`src/rtl/sb_issue_pkg.sv`:
```
// Package: shared types and helpers for the register scoreboard issue controller.
// Assumes register and unit counts are powers of two, chosen by the modules' parameters.
package sb_issue_pkg;

    // Reason a request cannot leave this cycle, in priority order.
    typedef enum logic [1:0] {
        HZ_NONE = 2'd0,
        HZ_RAW  = 2'd1,
        HZ_WAW  = 2'd2,
        HZ_BUSY = 2'd3
    } hz_kind_e;

    // One-hot mask of width 64 with bit idx set; callers slice what they need.
    function automatic logic [63:0] bit_at(input int unsigned idx);
        logic [63:0] m;
        m = '0;
        m[idx] = 1'b1;
        return m;
    endfunction

endpackage

```
`src/rtl/sb_clear_merge.sv`:
```
// Module: sb_clear_merge
// Folds all completion ports into one per-register clear mask for this cycle.
// Assumes each port carries a register number below NUM_REGS; register 0 may be named
// and is simply cleared again (it is never pending).
module sb_clear_merge #(
    parameter int NUM_REGS = 32,
    parameter int NUM_CPL  = 2,
    localparam int REG_W   = $clog2(NUM_REGS)
) (
    input  logic [NUM_CPL-1:0]       cpl_valid,
    input  logic [NUM_CPL*REG_W-1:0] cpl_reg,
    output logic [NUM_REGS-1:0]      clr_mask
);
    import sb_issue_pkg::*;

    logic [NUM_REGS-1:0] port_mask [NUM_CPL];

    // Per-port decode of the register number into a one-hot clear vector.
    for (genvar k = 0; k < NUM_CPL; k++) begin : g_port
        always_comb begin
            port_mask[k] = '0;
            if (cpl_valid[k]) begin
                port_mask[k] = NUM_REGS'(bit_at(int'(cpl_reg[k*REG_W +: REG_W])));
            end
        end
    end

    // OR of all port vectors.
    always_comb begin
        clr_mask = '0;
        for (int k = 0; k < NUM_CPL; k++) begin
            clr_mask = clr_mask | port_mask[k];
        end
    end

endmodule

```
`src/rtl/sb_hazard_check.sv`:
```
// Module: sb_hazard_check
// Classifies the head-of-issue request against the pending flags seen after this
// cycle's completions, and against the busy flag of the requested unit.
// Assumes iss_fu is below NUM_FU. Priority of the reported reason: RAW, WAW, busy.
module sb_hazard_check #(
    parameter int NUM_REGS = 32,
    parameter int NUM_FU   = 4,
    localparam int REG_W   = $clog2(NUM_REGS),
    localparam int FU_W    = $clog2(NUM_FU)
) (
    input  logic [NUM_REGS-1:0]    pend,
    input  logic [NUM_REGS-1:0]    clr_mask,
    input  logic [REG_W-1:0]       dst,
    input  logic [REG_W-1:0]       src_a,
    input  logic [REG_W-1:0]       src_b,
    input  logic [FU_W-1:0]        fu,
    input  logic [NUM_FU-1:0]      fu_busy,
    output sb_issue_pkg::hz_kind_e hz
);
    import sb_issue_pkg::*;

    logic [NUM_REGS-1:0] live;
    logic                raw_hit;
    logic                waw_hit;
    logic                unit_hit;

    // Flags still outstanding once same-cycle completions are taken into account.
    always_comb live = pend & ~clr_mask;

    // Individual hazard conditions.
    always_comb begin
        raw_hit  = live[src_a] | live[src_b];
        waw_hit  = live[dst];
        unit_hit = fu_busy[fu];
    end

    // Prioritised reason code.
    always_comb begin
        if (raw_hit)       hz = HZ_RAW;
        else if (waw_hit)  hz = HZ_WAW;
        else if (unit_hit) hz = HZ_BUSY;
        else               hz = HZ_NONE;
    end

endmodule

```
`src/rtl/sb_pend_array.sv`:
```
// Module: sb_pend_array
// Holds one pending flag per register. Clears from completions, sets from dispatch;
// when both hit the same register in one cycle the set wins. Flag 0 is held at zero.
// Synchronous active-low reset empties the array.
module sb_pend_array #(
    parameter int NUM_REGS = 32,
    localparam int REG_W   = $clog2(NUM_REGS)
) (
    input  logic                clk,
    input  logic                rst_n,
    input  logic [NUM_REGS-1:0] clr_mask,
    input  logic                set_en,
    input  logic [REG_W-1:0]    set_idx,
    output logic [NUM_REGS-1:0] pend
);
    import sb_issue_pkg::*;

    logic [NUM_REGS-1:0] set_vec;
    logic [NUM_REGS-1:0] pend_nxt;

    // Decode of the register being claimed by a dispatch.
    always_comb set_vec = set_en ? NUM_REGS'(bit_at(int'(set_idx))) : '0;

    // Next-state: clear first, then set, register 0 forced empty.
    always_comb begin
        pend_nxt    = (pend & ~clr_mask) | set_vec;
        pend_nxt[0] = 1'b0;
    end

    // State register with synchronous reset.
    always_ff @(posedge clk) begin
        if (!rst_n) pend <= '0;
        else        pend <= pend_nxt;
    end

    for (genvar r = 1; r < NUM_REGS; r++) begin : g_chk
        AST_RISE_NEEDS_SET: assert property (@(posedge clk) disable iff (!rst_n)
            $rose(pend[r]) |-> $past(set_en && (set_idx == REG_W'(r))));
        AST_CLEAR_LANDS: assert property (@(posedge clk) disable iff (!rst_n)
            (clr_mask[r] && !(set_en && (set_idx == REG_W'(r)))) |=> !pend[r]);
    end

endmodule

```
`src/rtl/sb_issue_ctrl.sv`:
```
// Module: sb_issue_ctrl (top)
// In-order issue gate for out-of-order completing functional units. Checks the
// head-of-issue request against a per-register pending array and the unit busy
// flags; dispatches or stalls. Assumes the requester holds its request while stall
// is high, and that at most one dispatch happens per cycle.
module sb_issue_ctrl #(
    parameter int NUM_REGS = 32,
    parameter int NUM_FU   = 4,
    parameter int NUM_CPL  = 2,
    localparam int REG_W   = $clog2(NUM_REGS),
    localparam int FU_W    = $clog2(NUM_FU)
) (
    input  logic                     clk,
    input  logic                     rst_n,
    input  logic                     iss_valid,
    input  logic [REG_W-1:0]         iss_dst,
    input  logic [REG_W-1:0]         iss_src_a,
    input  logic [REG_W-1:0]         iss_src_b,
    input  logic [FU_W-1:0]          iss_fu,
    input  logic [NUM_FU-1:0]        fu_busy,
    input  logic [NUM_CPL-1:0]       cpl_valid,
    input  logic [NUM_CPL*REG_W-1:0] cpl_reg,
    output logic                     dispatch,
    output logic [NUM_FU-1:0]        disp_fu_sel,
    output logic                     stall,
    output logic [NUM_REGS-1:0]      pend_bits
);
    import sb_issue_pkg::*;

    logic [NUM_REGS-1:0] clr_mask;
    hz_kind_e            hz;
    logic                go;

    sb_clear_merge #(.NUM_REGS(NUM_REGS), .NUM_CPL(NUM_CPL)) i_clr (
        .cpl_valid (cpl_valid),
        .cpl_reg   (cpl_reg),
        .clr_mask  (clr_mask)
    );

    sb_hazard_check #(.NUM_REGS(NUM_REGS), .NUM_FU(NUM_FU)) i_haz (
        .pend     (pend_bits),
        .clr_mask (clr_mask),
        .dst      (iss_dst),
        .src_a    (iss_src_a),
        .src_b    (iss_src_b),
        .fu       (iss_fu),
        .fu_busy  (fu_busy),
        .hz       (hz)
    );

    // Accept/hold decision for the head request.
    always_comb begin
        go       = iss_valid && (hz == HZ_NONE);
        dispatch = go;
        stall    = iss_valid && (hz != HZ_NONE);
    end

    // One-hot steering toward the chosen unit.
    always_comb disp_fu_sel = go ? NUM_FU'(bit_at(int'(iss_fu))) : '0;

    sb_pend_array #(.NUM_REGS(NUM_REGS)) i_pend (
        .clk      (clk),
        .rst_n    (rst_n),
        .clr_mask (clr_mask),
        .set_en   (go),
        .set_idx  (iss_dst),
        .pend     (pend_bits)
    );

    AST_DEST_MARKED: assert property (@(posedge clk) disable iff (!rst_n)
        (dispatch && (iss_dst != '0)) |=> pend_bits[$past(iss_dst)]);
    AST_SEL_ONEHOT: assert property (@(posedge clk) disable iff (!rst_n)
        $onehot0(disp_fu_sel) && (dispatch == (disp_fu_sel != '0)));
    AST_NO_RAW_LEAK: assert property (@(posedge clk) disable iff (!rst_n)
        dispatch |-> !((pend_bits[iss_src_a] && !clr_mask[iss_src_a]) ||
                       (pend_bits[iss_src_b] && !clr_mask[iss_src_b])));
    AST_NO_WAW_LEAK: assert property (@(posedge clk) disable iff (!rst_n)
        dispatch |-> !(pend_bits[iss_dst] && !clr_mask[iss_dst]));
    AST_BUSY_BLOCKS: assert property (@(posedge clk) disable iff (!rst_n)
        dispatch |-> !fu_busy[iss_fu]);
    AST_ZERO_IDLE: assert property (@(posedge clk) disable iff (!rst_n)
        !pend_bits[0]);
    AST_STALL_SPLIT: assert property (@(posedge clk) disable iff (!rst_n)
        (iss_valid == (dispatch ^ stall)) && !(dispatch && stall));
    AST_RESET_EMPTY: assert property (@(posedge clk)
        !rst_n |=> (pend_bits == '0));

endmodule

```
`config.mk`:
```
export PLATFORM = sky130hd
export DESIGN_NAME = sb_issue_ctrl
export DESIGN_NICKNAME = d
export VERILOG_FILES = /design/src/rtl/sb_issue_pkg.sv /design/src/rtl/sb_clear_merge.sv /design/src/rtl/sb_hazard_check.sv /design/src/rtl/sb_pend_array.sv /design/src/rtl/sb_issue_ctrl.sv
export SDC_FILE = /design/constraint.sdc
export NUM_CORES = 1
export LEC_CHECK = 0
export BUFFER_PORTS_ARGS = -buffer_cell sky130_fd_sc_hd__buf_2
export CELL_PAD_IN_SITES_DETAIL_PLACEMENT = 0
export CELL_PAD_IN_SITES_GLOBAL_PLACEMENT = 1
export CORE_AREA = 5 5 88 90
export CTS_CLUSTER_SIZE = 24
export DETAILED_ROUTE_END_ITERATION = 8
export DIE_AREA = 0 0 93 95
export GPL_TIMING_DRIVEN = 0
export HOLD_SLACK_MARGIN = 0.15
export PLACE_DENSITY_LB_ADDON = 0.12
export SETUP_SLACK_MARGIN = 0.4
export SKIP_LAST_GASP = 1
export SYNTH_ARGS = -nofsm -noshare
export SYNTH_HDL_FRONTEND = slang
export SYNTH_HIERARCHICAL = 1
export SYNTH_SLANG_ARGS = --single-unit
export TNS_END_PERCENT = 10
```
`constraint.sdc`:
```
create_clock -name clk -period 3.6 [get_ports clk]
set_input_delay 0.36 -clock clk [delete_from_list [all_inputs] [get_ports clk]]
set_output_delay 0.36 -clock clk [all_outputs]
set_load 0.05 [all_outputs]
```
Word-level counts from Yosys, hierarchy flattened:

Index checks and enable logic that the tools add are counted.

* reduce and logical (&&, ||, !) cells: 8
* magnitude comparators: 12
* multiplexer cells: 23
* bitwise logic cells: 5

Operators by type and width (count)
* $mux W32: 3
* $or A32 B32 Y32: 2
* $and A32 B32 Y32: 1
* $not A32 Y32: 1
* $lt A5 B7 Y1 const B: 3
* $lt A5 B6 Y1 const B: 3
* $bmux W1 S5: 3
* $demux W1 S5: 3
* $ge A5 B1 Y1 const B: 3
* $mux W1: 8
* $lt A2 B7 Y1 const B: 1
* $logic_and A1 B1 Y1: 6
* $mux W2: 3
* $mux W4: 1
* $lt A2 B3 Y1 const B: 1
* $bmux W1 S2: 1
* $demux W1 S2: 1
* $ge A2 B1 Y1 const B: 1
* $logic_not A2 Y1: 1
* $reduce_bool A2 Y1: 1
* $or A1 B1 Y1: 1

* logic and storage cells: 50
* bits in registers: 32

Logic depth before layout (Yosys ltp):

* word-level depth: 16
* depth in mapped cells: 13

Modules after synthesis:

The synthesis kept the hierarchy.

By module, submodules not included
* sb_pend_array: cells an instance 111, area each 1147.4 sq um, times used 1, seq. area each 620.6 sq um
* sb_hazard_check: cells an instance 92, area each 1079.8 sq um, times used 1, seq. area each 0.0 sq um
* sb_clear_merge: cells an instance 58, area each 387.9 sq um, times used 1, seq. area each 0.0 sq um
* sb_issue_ctrl: cells an instance 7, area each 53.8 sq um, times used 1, seq. area each 0.0 sq um

Least setup slack after synthesis:

Ideal clock, no wire load.

* path type: input -> output
* start: in cpl_valid[0]
* end: out disp_fu_sel[2]
* arrival time: 3.744 ns
* slack: -0.504 ns
* stages: 11
* buffers on the path: 1
* cells stage by stage: or3b_1 -> buf_2 -> o22ai_1 -> nand2b_1 -> mux4_1 -> mux4_2 -> mux2i_1 -> nor4_1 -> o21a_1 -> or3b_4 -> nor3b_1

* cells in the longest elaborated chain, start to end: 11
* elaborated cells between the ends (all ways): 16
* classes of those cells: mux: 10; bitwise: 4; reduce/logical: 2

Ends and longest elaborated chain
* start, declared: line sb_issue_ctrl.sv:21 `input logic [NUM_CPL-1:0] cpl_valid,`
* $mux W32 (*): line sb_clear_merge.sv:22 `if (cpl_valid[k]) begin`
* $or A32 B32 Y32 (*): line sb_clear_merge.sv:32 `clr_mask = clr_mask | port_mask[k];`
* via clr_mask[12]: line sb_issue_ctrl.sv:30 `logic [NUM_REGS-1:0] clr_mask;`
* $not A32 Y32 (*): line sb_hazard_check.sv:28 `always_comb live = pend & ~clr_mask;`
* $and A32 B32 Y32 (*): line sb_hazard_check.sv:28
* $bmux W1 S5 (on tied branches): line sb_hazard_check.sv:33, sb_hazard_check.sv:32
* $mux W1 (on tied branches): line sb_hazard_check.sv:33, sb_hazard_check.sv:32
* $mux W2 or $or A1 B1 Y1 (tied branches): line sb_hazard_check.sv:40, sb_hazard_check.sv:32
* $mux W2 (*): line sb_hazard_check.sv:39 `if (raw_hit) hz = HZ_RAW;`
* via hz[1]: line sb_issue_ctrl.sv:31 `hz_kind_e hz;`
* $logic_not A2 Y1 (*): line sb_issue_ctrl.sv:53 `go = iss_valid && (hz == HZ_NONE);`
* $logic_and A1 B1 Y1 (*): line sb_issue_ctrl.sv:53
* $mux W4 (*): line sb_issue_ctrl.sv:59 `always_comb disp_fu_sel = go ? NUM_FU'(bit_at(int'(iss_fu))) : '0;`
* end, declared: line sb_issue_ctrl.sv:24 `output logic [NUM_FU-1:0] disp_fu_sel,`

Mark *: on every way through the listed nets, which the timed path passes. The rest lies on a longest branch. The select of a mux whose other input is x is not followed.

Worst setup path in the final report:

* start: in cpl_reg[6]
* end: out disp_fu_sel[3]

* cells in the longest elaborated chain, start to end: 15
* elaborated cells between the ends (all ways): 21
* classes of those cells: order compare: 2; mux: 12; bitwise: 4; reduce/logical: 3

Ends and longest elaborated chain
* start, declared: line sb_issue_ctrl.sv:22 `input logic [NUM_CPL*REG_W-1:0] cpl_reg,`
* $lt A5 B7 Y1 (not written as such) or $ge A5 B1 Y1 (tied branches): line sb_issue_pkg.sv:17 `m[idx] = 1'b1;`
* $logic_and A1 B1 Y1 (not written as such): line sb_issue_pkg.sv:17
* $mux W1 (not written as such): line sb_issue_pkg.sv:17
* $demux W1 S5 (*)
* $mux W32 (*): line sb_clear_merge.sv:22
* $or A32 B32 Y32 (*): line sb_clear_merge.sv:32
* via clr_mask[4]: line sb_issue_ctrl.sv:30
* $not A32 Y32 (*): line sb_hazard_check.sv:28
* $and A32 B32 Y32 (*): line sb_hazard_check.sv:28
* $bmux W1 S5 (on tied branches): line sb_hazard_check.sv:33, sb_hazard_check.sv:32
* $mux W1 (on tied branches): line sb_hazard_check.sv:33, sb_hazard_check.sv:32
* $mux W2 or $or A1 B1 Y1 (tied branches): line sb_hazard_check.sv:40, sb_hazard_check.sv:32
* $mux W2 (*): line sb_hazard_check.sv:39
* via hz[0]: line sb_issue_ctrl.sv:31
* $logic_not A2 Y1 (*): line sb_issue_ctrl.sv:53
* $logic_and A1 B1 Y1 (*): line sb_issue_ctrl.sv:53
* $mux W4 (*): line sb_issue_ctrl.sv:59

Marked as above.

==> out/results.txt <==
The post-route netlist has 56.82% of its cells at a drive strength greater than 1. The most used flip-flop cell after synthesis is sky130_fd_sc_hd__dfxtp_1. The logs give 0.8875 for the routability-driven placement congestion ratio and 74 for the count of boundary I/O pins. The H-tree was split into 2 levels. Synthesis produced a netlist with a net count of 304.

The power density over the cells is 217.6 nW/um2, and the initial antenna violation count is 0. The setup path with the least slack is of type in2out. Of all nets on the critical path, the largest fanout is 8. The finished cells cover 4001 um2. The via count of the first global-routing pass is 2730, and the register area is 620.6 um2.

The clock sink total is 31, and the number of flip-flops in the largest register is 31. The count of vias placed by the detailed router is 2870, and the floorplan core area is 6982 um2. The average via count per standard cell was 6.508.

The pre-CTS worst setup slack is -0.3452 ns, and the starting density of the core is 38.23%. Synthesis produced 268 cells. Entering global routing, the biggest net connects 12 pins. The die boundary height was 95 um. For this run, design rule violations remaining after detail routing come to 0. The multi-input combinational cells in the finished layout cover a total of 2459 um2. The type of destination of the critical path is a primary output. The tool flagged a number of max-cap violations equal to 0. Counting cells, the worst reg-to-reg path comes to 11.

In this run the mean area of a mapped cell was 9.958 um2. The tools report the portion of the post-synthesis area used by sequential elements as 23.25%. The total iterations of the first detailed-routing run is 5. After floorplanning, the core was divided into 31 placement rows. 0 antenna diodes ended up in the layout.

The tools report the final setup slack of the worst path as -0.05539 ns. For the worst-skew pair, the clock arrives at the later sink with an insertion delay of 0.29 ns. IR analysis of the VDD net gives a maximum drop of 104.0 uV. The tools report the startpoint class of the critical path as an input pin. Input and output buffers added on the ports amount to 70. Fraction of post-synthesis cell area in the top cell type by area: 23.25%. The run gives 3.30 ns as the arrival time at the worst endpoint.

For the first-pass GRT wire length, the log shows 15170 um. The register name with the most flops is i_pend/pend. The total count of max-transition violations in the final report was 0. The biggest area contributor in the post-synthesis netlist is sky130_fd_sc_hd__dfxtp_1. Walking the worst path, the cells encountered are buf_6 -> or3b_4 -> buf_12 -> o22ai_4 -> nand2b_4 -> mux4_2 -> mux4_2 -> mux2i_4 -> nor4_4 -> o21ai_1 -> or3b_4 -> inv_4 -> and3_4 -> buf_8. Summed over all failing endpoints, the final setup total negative slack is -0.1861 ns. The tools report the CTS buffer count as 5. Counting instances, the worst hold path has a depth of 3. Counting instances in the post-synthesis netlist gives the leading cell types as 43 x sky130_fd_sc_hd__nand3b_1, 32 x sky130_fd_sc_hd__nand2b_1, 32 x sky130_fd_sc_hd__o22ai_1. The run finished, with violations left. In this run, the number of DRC markers left after iteration 0 of detailed routing was 282. The tightest hold path in the finished design has a slack of 0.4579 ns. Ranked by total cell area, the synthesized netlist is headed by sky130_fd_sc_hd__dfxtp_1 23%, sky130_fd_sc_hd__mux4_2 16%, sky130_fd_sc_hd__nand3b_1 12%. Counting the fill cells in the layout gives 632. The count of flip-flops with a built-in enable after synthesis was 0; the wire length after detailed routing was 9998 um.

Counting flops with an async set or reset pin after synthesis yields a share of 0%. In this run the horizontal extent of the chip is 93 um. Measured against its own limit, the worst slew margin works out to 62.25%. Number of buffers between clock root and the deepest sink: 2.

Synthesis inferred 31 register bits. The detail route stage leaves a number of antenna-violating nets equal to 0. The floorplan step defined a die boundary enclosing 8835 um2.

TritonCTS built the clock tree. The logs give 273.6 MHz for the fmax and 3.24 ns for the critical path data required time. At the pin with the least slew margin, the transition time is 0.5646 ns. Dividing the detail-routed wire length by the instance count gives 22.67 um. Cell at the root of the clock tree: sky130_fd_sc_hd__clkbuf_8.

In this design, the stage delay of the slowest critical-path cell is 0.48 ns. Clock-pin slew was measured on the worst setup and hold paths at 0.08 ns. After global routing the overflow that remains totals 0. At the end of the flow, the number of nets in the layout was 394. The clock arrives with 0.007424 ns of skew. The Yosys step of the flow raised 6 warnings.

Detailed placement ended at an HPWL of 7211 um. Path category of the worst min-delay check: in2reg. The synthesized netlist contains 43 unique library cells.

Setup repair after global routing could not meet its margin everywhere. The minimum period implied by the final worst setup slack came out at 3.655 ns. The cell area that synthesis handed to floorplanning was 2669 um2.

The leakage power of the design was 1.296 nW; the final worst-path cycle share was 101.5%. The run gives 22.31% as the global routing usage summed across all routing layers. In the final layout, the registers with the most flip-flops are i_pend/pend x31. For the final-report hold violation count, the log shows 0. The slowest stage of the critical path is the sky130_fd_sc_hd__or3b_4 cell. Total power of the final layout: 0.0008706 W. Compared with the post-synthesis result, the final layout area differs by 49.93%. The most instantiated library cell after synthesis was sky130_fd_sc_hd__nand3b_1. Setup violations remaining at the end of the flow were counted as 7. The checks that failed: negative setup slack. In this run, post-CTS hold repair placed 0 buffers. The run gives 3181 um2 as the instance area after placement.
cell families after synthesis:
kind of cell,synth area share [%]
and+or+nand+nor,30.99
other,0.1405
DFF,23.25
buffers and inverters,3.469
AOI/OAI and AO/OA,16.78
muxes,25.36
critical path, delay by kind of cell:
family	cells	cell delay (ns)
buffers and inverters	4	0.49
and+or+nand+nor	5	1.54
muxes	3	0.59
AOI/OAI and AO/OA	2	0.31
final timing paths:
kind	to	start	slack [ns]
worst max-delay path	disp_fu_sel[3]	cpl_reg[6]	-0.06
worst min-delay path	i_pend/pend[8]	rst_n	0.46
worst max register to register	i_pend/pend[28]	i_pend/pend[31]	0.27
worst min register to register	i_pend/pend[18]	i_pend/pend[18]	0.51
what timing repair did:
| action | in CTS | in global routing |
|---|---|---|
| buffers inserted | 10 | 3 |
| gates resized for setup | 71 | 45 |
| setup endpoints to repair | 37 | 37 |
| pin swaps | 9 | 13 |
where the power goes:
| group | leakage (nW) | switching (W) | internal, W |
|---|---|---|---|
| clock network | 0.0402 | 0.000146 | 0.000135 |
| logic | 1.01 | 0.000135 | 0.000109 |
| registers | 0.250 | 0.00000229 | 0.000344 |
cell usage in the layout, fill, tap and decap left out, types with 2 or more instances in the layout:
cell                         count
sky130_fd_sc_hd__a21oi_1         2
sky130_fd_sc_hd__buf_12          6
sky130_fd_sc_hd__buf_2          54
sky130_fd_sc_hd__buf_4          13
sky130_fd_sc_hd__buf_6          13
sky130_fd_sc_hd__buf_8           3
sky130_fd_sc_hd__clkbuf_1        3
sky130_fd_sc_hd__clkbuf_8        5
sky130_fd_sc_hd__clkinvlp_4      2
sky130_fd_sc_hd__dfxtp_1        31
sky130_fd_sc_hd__inv_1           6
sky130_fd_sc_hd__inv_2           2
sky130_fd_sc_hd__mux2i_1         2
sky130_fd_sc_hd__mux4_2         26
sky130_fd_sc_hd__nand2b_1        6
sky130_fd_sc_hd__nand2b_4       27
sky130_fd_sc_hd__nand3_1         2
sky130_fd_sc_hd__nand3_2         2
sky130_fd_sc_hd__nand3_4         2
sky130_fd_sc_hd__nand3b_1       43
sky130_fd_sc_hd__nand4b_1        3
sky130_fd_sc_hd__nand4bb_1       3
sky130_fd_sc_hd__nor3b_4         2
sky130_fd_sc_hd__o21a_1          2
sky130_fd_sc_hd__o21ai_0         6
sky130_fd_sc_hd__o21ai_1        26
sky130_fd_sc_hd__o22ai_1         8
sky130_fd_sc_hd__o22ai_2        18
sky130_fd_sc_hd__o22ai_4         6
sky130_fd_sc_hd__or3_4           2
sky130_fd_sc_hd__or3b_4          9
through the flow:
stage / util [%] / cells
3_3_place_gp: 45.56 / 420
3_5_place_dp: 45.56 / 420
5_1_grt: 57.31 / 441
2_1_floorplan: - / 268
6_report: 57.31 / 441
4_1_cts: 53.75 / 438
layout make-up:
cell class	count	share of cell area, %
Sequential cell	31	15.51
Inverter	10	1.001
Clock inverter	3	0.5003
Tap cell	82	2.564
Multi-Input combinational cell	218	61.44
Buffer	9	2.126
Clock buffer	5	1.720
Timing Repair Buffer	83	15.13
routing by layer:
layer | part of all wire (%) | vias up | global-route usage [%]
met5 | 0 | - | 0
met2 | 49 | 153 | 36.71
met3 | 8.1 | 14 | 4.781
met4 | 1.5 | 0 | 4.762
met1 | 41 | 1438 | 30.27
li1 | - | 1265 | -
(Power assumes the default switching activity.)
